**config.mk**
```make
export PLATFORM = sky130hd
export DESIGN_NAME = opnd_fwd_unit
export DESIGN_NICKNAME = d
export VERILOG_FILES = /design/src/rtl/fwd_pkg.sv /design/src/rtl/fwd_hit.sv /design/src/rtl/fwd_prio.sv /design/src/rtl/fwd_mux.sv /design/src/rtl/opnd_fwd_unit.sv
export SDC_FILE = /design/constraint.sdc
export NUM_CORES = 1
export LEC_CHECK = 0
export BUFFER_PORTS_ARGS = -buffer_cell sky130_fd_sc_hd__buf_2
export CELL_PAD_IN_SITES_DETAIL_PLACEMENT = 1
export CELL_PAD_IN_SITES_GLOBAL_PLACEMENT = 1
export CORE_AREA = 2 2 158 160
export DETAILED_ROUTE_END_ITERATION = 7
export DIE_AREA = 0 0 160 162
export PLACE_DENSITY_LB_ADDON = 0.1
export SLEW_MARGIN = 25
export SYNTH_ARGS = -nofsm -noshare
export SYNTH_HDL_FRONTEND = slang
export SYNTH_HIERARCHICAL = 1
export SYNTH_SLANG_ARGS = --single-unit
```
**constraint.sdc**
```tcl
create_clock -name vclk -period 1.64
set_input_delay 0.082 -clock vclk [all_inputs]
set_output_delay 0.082 -clock vclk [all_outputs]
set_load 0.02 [all_outputs]
```
**src/rtl/fwd_pkg.sv**
```systemverilog
package fwd_pkg;
  typedef enum logic [1:0] {
    FWD_RF    = 2'b00,
    FWD_MWB   = 2'b01,
    FWD_EXM   = 2'b10
  } fwd_sel_e;
endpackage

```
**src/rtl/fwd_hit.sv**
```systemverilog
module fwd_hit #(
  parameter int AW       = 5,
  parameter int ZERO_IDX = 31
) (
  input  logic          we_i,
  input  logic [AW-1:0] dst_i,
  input  logic [AW-1:0] src_i,
  output logic          hit_o
);
  localparam logic [AW-1:0] ZeroReg = AW'(ZERO_IDX);

  // A writer only counts when it really writes a non-zero register.
  always_comb begin
    hit_o = we_i && (dst_i == src_i) && (dst_i != ZeroReg);
  end
endmodule

```
**src/rtl/fwd_prio.sv**
```systemverilog
module fwd_prio
  import fwd_pkg::*;
(
  input  logic     hit_exm_i,
  input  logic     hit_mwb_i,
  output fwd_sel_e sel_o
);
  // The younger stage is tested first.
  always_comb begin
    if (hit_exm_i)      sel_o = FWD_EXM;
    else if (hit_mwb_i) sel_o = FWD_MWB;
    else                sel_o = FWD_RF;
  end
endmodule

```
**src/rtl/fwd_mux.sv**
```systemverilog
module fwd_mux
  import fwd_pkg::*;
#(
  parameter int XLEN = 64
) (
  input  fwd_sel_e        sel_i,
  input  logic [XLEN-1:0] rf_i,
  input  logic [XLEN-1:0] exm_i,
  input  logic [XLEN-1:0] mwb_i,
  output logic [XLEN-1:0] data_o
);
  always_comb begin
    unique case (sel_i)
      FWD_EXM: data_o = exm_i;
      FWD_MWB: data_o = mwb_i;
      default: data_o = rf_i;
    endcase
  end
endmodule

```
**src/rtl/opnd_fwd_unit.sv**
```systemverilog
module opnd_fwd_unit
  import fwd_pkg::*;
#(
  parameter int XLEN     = 64,
  parameter int AW       = 5,
  parameter int ZERO_IDX = 31
) (
  input  logic [AW-1:0]   ex_src_a_i,
  input  logic [AW-1:0]   ex_src_b_i,
  input  logic [XLEN-1:0] ex_rf_a_i,
  input  logic [XLEN-1:0] ex_rf_b_i,
  input  logic            exm_we_i,
  input  logic [AW-1:0]   exm_dst_i,
  input  logic [XLEN-1:0] exm_res_i,
  input  logic            mwb_we_i,
  input  logic [AW-1:0]   mwb_dst_i,
  input  logic [XLEN-1:0] mwb_data_i,
  output logic [1:0]      sel_a_o,
  output logic [1:0]      sel_b_o,
  output logic [XLEN-1:0] opnd_a_o,
  output logic [XLEN-1:0] opnd_b_o
);
  localparam int NumOpnd = 2;

  logic [NumOpnd-1:0][AW-1:0]   src_idx;
  logic [NumOpnd-1:0][XLEN-1:0] rf_val;
  logic [NumOpnd-1:0][XLEN-1:0] res_val;
  fwd_sel_e                     sel_q [NumOpnd];

  assign src_idx[0] = ex_src_a_i;
  assign src_idx[1] = ex_src_b_i;
  assign rf_val[0]  = ex_rf_a_i;
  assign rf_val[1]  = ex_rf_b_i;

  for (genvar g = 0; g < NumOpnd; g++) begin : g_opnd
    logic hit_exm;
    logic hit_mwb;

    fwd_hit #(.AW(AW), .ZERO_IDX(ZERO_IDX)) u_hit_exm (
      .we_i (exm_we_i),
      .dst_i(exm_dst_i),
      .src_i(src_idx[g]),
      .hit_o(hit_exm)
    );

    fwd_hit #(.AW(AW), .ZERO_IDX(ZERO_IDX)) u_hit_mwb (
      .we_i (mwb_we_i),
      .dst_i(mwb_dst_i),
      .src_i(src_idx[g]),
      .hit_o(hit_mwb)
    );

    fwd_prio u_prio (
      .hit_exm_i(hit_exm),
      .hit_mwb_i(hit_mwb),
      .sel_o    (sel_q[g])
    );

    fwd_mux #(.XLEN(XLEN)) u_mux (
      .sel_i (sel_q[g]),
      .rf_i  (rf_val[g]),
      .exm_i (exm_res_i),
      .mwb_i (mwb_data_i),
      .data_o(res_val[g])
    );
  end

  assign sel_a_o  = sel_q[0];
  assign sel_b_o  = sel_q[1];
  assign opnd_a_o = res_val[0];
  assign opnd_b_o = res_val[1];
endmodule

```
==> flow_summary.yaml <==
synthesis:
  synth.avg_cell_area_um2: 8.40
  synth_most_common_cell: "sky130_fd_sc_hd__nand2_1"
  synth.distinct_cells: 21
  synth_cell_area_mm2: 0.00416
  synthDominantCellAreaShare_pct: 36.1
  synth.cells.most_frequent: "sky130_fd_sc_hd__nand2_1 (132), sky130_fd_sc_hd__a22oi_2 (120), sky130_fd_sc_hd__o21ai_2 (120), sky130_fd_sc_hd__buf_4 (20), sky130_fd_sc_hd__buf_6 (14)"
  synthTopCellsByArea: "sky130_fd_sc_hd__a22oi_2 (36%), sky130_fd_sc_hd__o21ai_2 (25%), sky130_fd_sc_hd__nand2_1 (12%), sky130_fd_sc_hd__buf_12 (5.8%), sky130_fd_sc_hd__buf_6 (3.8%)"
  yosys_warnings: 6
  synth_sequential_area_ratio_pct: 0
  syn-num-nets: 778
  yosysTopAreaCell: "sky130_fd_sc_hd__a22oi_2"
  postSynthCellCount: 496
place:
  gp_congestion: 0.759
  postPlaceCellArea_mm2: 0.00689
  placement.io_buffers: 410
  post-dp-hpwl_um: 19100
  dp_slack_ns: -0.503
detailed_routing:
  dr.pass1.iters: 4
  ant_nets: 0
  wl_per_cell_um: 22.8
  detailroute.via_count: 6010
  avg_vias_per_cell: 4.64
  drt_iter0_drc: 198
  detail_route.wirelength_um: 29600
  route.detailed.drc: 0
layout:
  ff_latch_area_um2: 0
  share_of_post_route_cells_with_drive_strength_above_1_pct: 93.2
  post-route-util_pct: 42.3
  final_cell_area_mm2: 0.0102
  syn_to_final_growth_pct: 145
  nClkBuffers: 0
  fillCellCount: 2789
  n_sequential_cell: 0
  design.final.nets: 1253
power:
  power.share.combinational_pct: 100.0
  vdd_ir_drop_max_uv: 113
  power.share.switching_pct: 49.4
  cell_internal_pwr_mw: 1.24
  pwr-share-seq_pct: 0
  p_per_area_mw_per_mm2: 240
  p_total_mw: 2.45
  switching_power_mw: 1.21
  power.share.clock_pct: 0
  leakage_power_summed_over_all_cells_nw: 4.25
sta:
  rsz0062_at_grt: "yes"
  postLayoutSetupSlackWorst_ns: -0.350
  fin_crit_ns: 1.99
  slew_headroom_pct: 80.7
  post-route-period-util_pct: 121
  finalSetupViolCount: 128
  total_count_of_hold_check_failures_in_the_final_report: 0
  worst_slew_pin_slew_ns: 0.290
  timing.final.max_slew_violations: 0
  achievable-frequency_mhz: 503
  holdWs_ns: 0.458
floorplan:
  num_io_pins: 410
  floorplan.initialDensity_pct: 17.3
  die_area_mm2: 0.0259
  placement_rows: 57
  die_h_um: 162
  core_area_mm2: 0.0241
  die_w_um: 160
grt:
  antenna_found_initial: 3
  grt_first_pass_wirelength_um: 41400
  via_count_of_the_first_global_routing_pass: 6621
  pin_count_of_the_biggest_net_entering_global_routing: 24
  globalRouteOverflowTotal: 0
  globalRouteTotalUtil_pct: 20.7
critical_path:
  critical_path_class: "in2out"
  worst-endpoint-arrival_ns: 1.91
  timing.critical_path.from_type: "input pin"
  path_max_fanout: 7
  critPathCaptureType: "primary output"
  critical_path_required_ns: 1.56
worst_hold_path:
  hold_path.class: "in2out"
status:
  run_status: "finished with violations"
  failing_checks: "negative setup slack"
flow_run:
  timing.max_cap.violations: 0
clock_tree:
  holdBufCountCts: 0
==> kinds of logic (layout without fill, tap and decap cells) <==
family,count (synthesis),count (layout),synth area share (%)
other,0,3,0
adders and majority gates,4,4,1.20
and+or+nand+nor,154,154,15.6
xor gates and xnor gates,16,16,4.09
AOI/OAI and AO/OA,260,260,64.2
buffers and inverters,62,535,15.0
==> per-stage QoR <==
| stage | TNS (ns) | instances |
|---|---|---|
| 2_1_floorplan | -4.77 | 496 |
| 3_3_place_gp | -49.59 | 1222 |
| 3_5_place_dp | -50.24 | 1222 |
| 4_1_cts | -33.49 | 1284 |
| 5_1_grt | -51.93 | 1295 |
| 6_report | -34.70 | 1296 |
==> power by group through the flow <==
stage	registers [mW]	logic (mW)	clock network [mW]
after CTS	0	2.28	0
after global placement	0	1.65	0
final	0	2.45	0.000000245
after floorplan	0	0.889	0
after global routing	0	2.59	0.000000163
after detailed placement	0	1.66	0
==> cell type report <==
cell class / instances / area [um2] / area share, %
repair buffers: 531 / 5130 / 50.3
multi-input cells: 434 / 4640 / 45.5
well taps: 324 / 405 / 3.97
inverters: 4 / 17.5 / 0.172
diodes: 3 / 7.51 / 0.0736
==> path summary, 6_finish.rpt <==
check	start	to	slack [ns]	depth (start not counted)
hold / removal	ex_rf_b_i[35]	opnd_b_o[35]	0.46	4
setup / recovery	mwb_dst_i[0]	opnd_a_o[41]	-0.35	12
==> critical path, cell delays in order <==
cell,delay [ns]
sky130_fd_sc_hd__buf_12,0.11
sky130_fd_sc_hd__xnor2_4,0.16
sky130_fd_sc_hd__nand3_2,0.09
sky130_fd_sc_hd__nor3_2,0.18
sky130_fd_sc_hd__nor2b_4,0.22
sky130_fd_sc_hd__inv_2,0.06
sky130_fd_sc_hd__ha_4,0.34
sky130_fd_sc_hd__buf_12,0.18
sky130_fd_sc_hd__clkbuf_16,0.19
sky130_fd_sc_hd__nand2_2,0.07
sky130_fd_sc_hd__o21ai_4,0.06
sky130_fd_sc_hd__buf_6,0.14
==> cell usage in the layout, fill, tap and decap left out, types with 2 or more instances in the layout <==
| cell type | Yosys | layout |
|---|---|---|
| sky130_fd_sc_hd__buf_16 | 0 | 34 |
| sky130_fd_sc_hd__o21ai_4 | 0 | 45 |
| sky130_fd_sc_hd__buf_12 | 12 | 33 |
| sky130_fd_sc_hd__a21oi_2 | 0 | 4 |
| sky130_fd_sc_hd__clkbuf_16 | 0 | 8 |
| sky130_fd_sc_hd__nand2_2 | 0 | 26 |
| sky130_fd_sc_hd__diode_2 | 0 | 3 |
| sky130_fd_sc_hd__nor3_2 | 4 | 2 |
| sky130_fd_sc_hd__o21ai_2 | 120 | 82 |
| sky130_fd_sc_hd__buf_4 | 20 | 31 |
| sky130_fd_sc_hd__buf_8 | 0 | 9 |
| sky130_fd_sc_hd__ha_4 | 0 | 4 |
| sky130_fd_sc_hd__nand2_4 | 0 | 55 |
| sky130_fd_sc_hd__xnor2_4 | 0 | 4 |
| sky130_fd_sc_hd__buf_2 | 12 | 275 |
| sky130_fd_sc_hd__xnor2_2 | 4 | 12 |
| sky130_fd_sc_hd__nand4_1 | 4 | 4 |
| sky130_fd_sc_hd__nor2b_4 | 2 | 2 |
| sky130_fd_sc_hd__nor2_1 | 4 | 4 |
| sky130_fd_sc_hd__nand3_2 | 0 | 4 |
| sky130_fd_sc_hd__inv_2 | 0 | 3 |
| sky130_fd_sc_hd__a22oi_1 | 8 | 4 |
| sky130_fd_sc_hd__and2_4 | 0 | 2 |
| sky130_fd_sc_hd__nand2_1 | 132 | 51 |
| sky130_fd_sc_hd__a22oi_2 | 120 | 124 |
| sky130_fd_sc_hd__and2_1 | 4 | 2 |
| sky130_fd_sc_hd__buf_6 | 14 | 141 |
| sky130_fd_sc_hd__nor3_4 | 0 | 2 |
==> what timing repair did <==
action / 4_1_cts / 5_1_grt
buffers inserted: 31 / 5
endpoints found under the setup margin: 128 / 128
pin swaps: 55 / 25
gates cloned: 31 / 9
gates resized for setup: 401 / 133
==> metal layers <==
layer	up-vias	share of wire [%]	GRT usage, %	routed length, um
li1	2830	-	-	-
met5	-	0.044	0	13
met1	2892	38	23.3	11300
met4	2	1.9	3.85	550
met2	252	54	40.8	16100
met3	34	5.4	3.45	1590
Power figures use the tool's default switching activity.
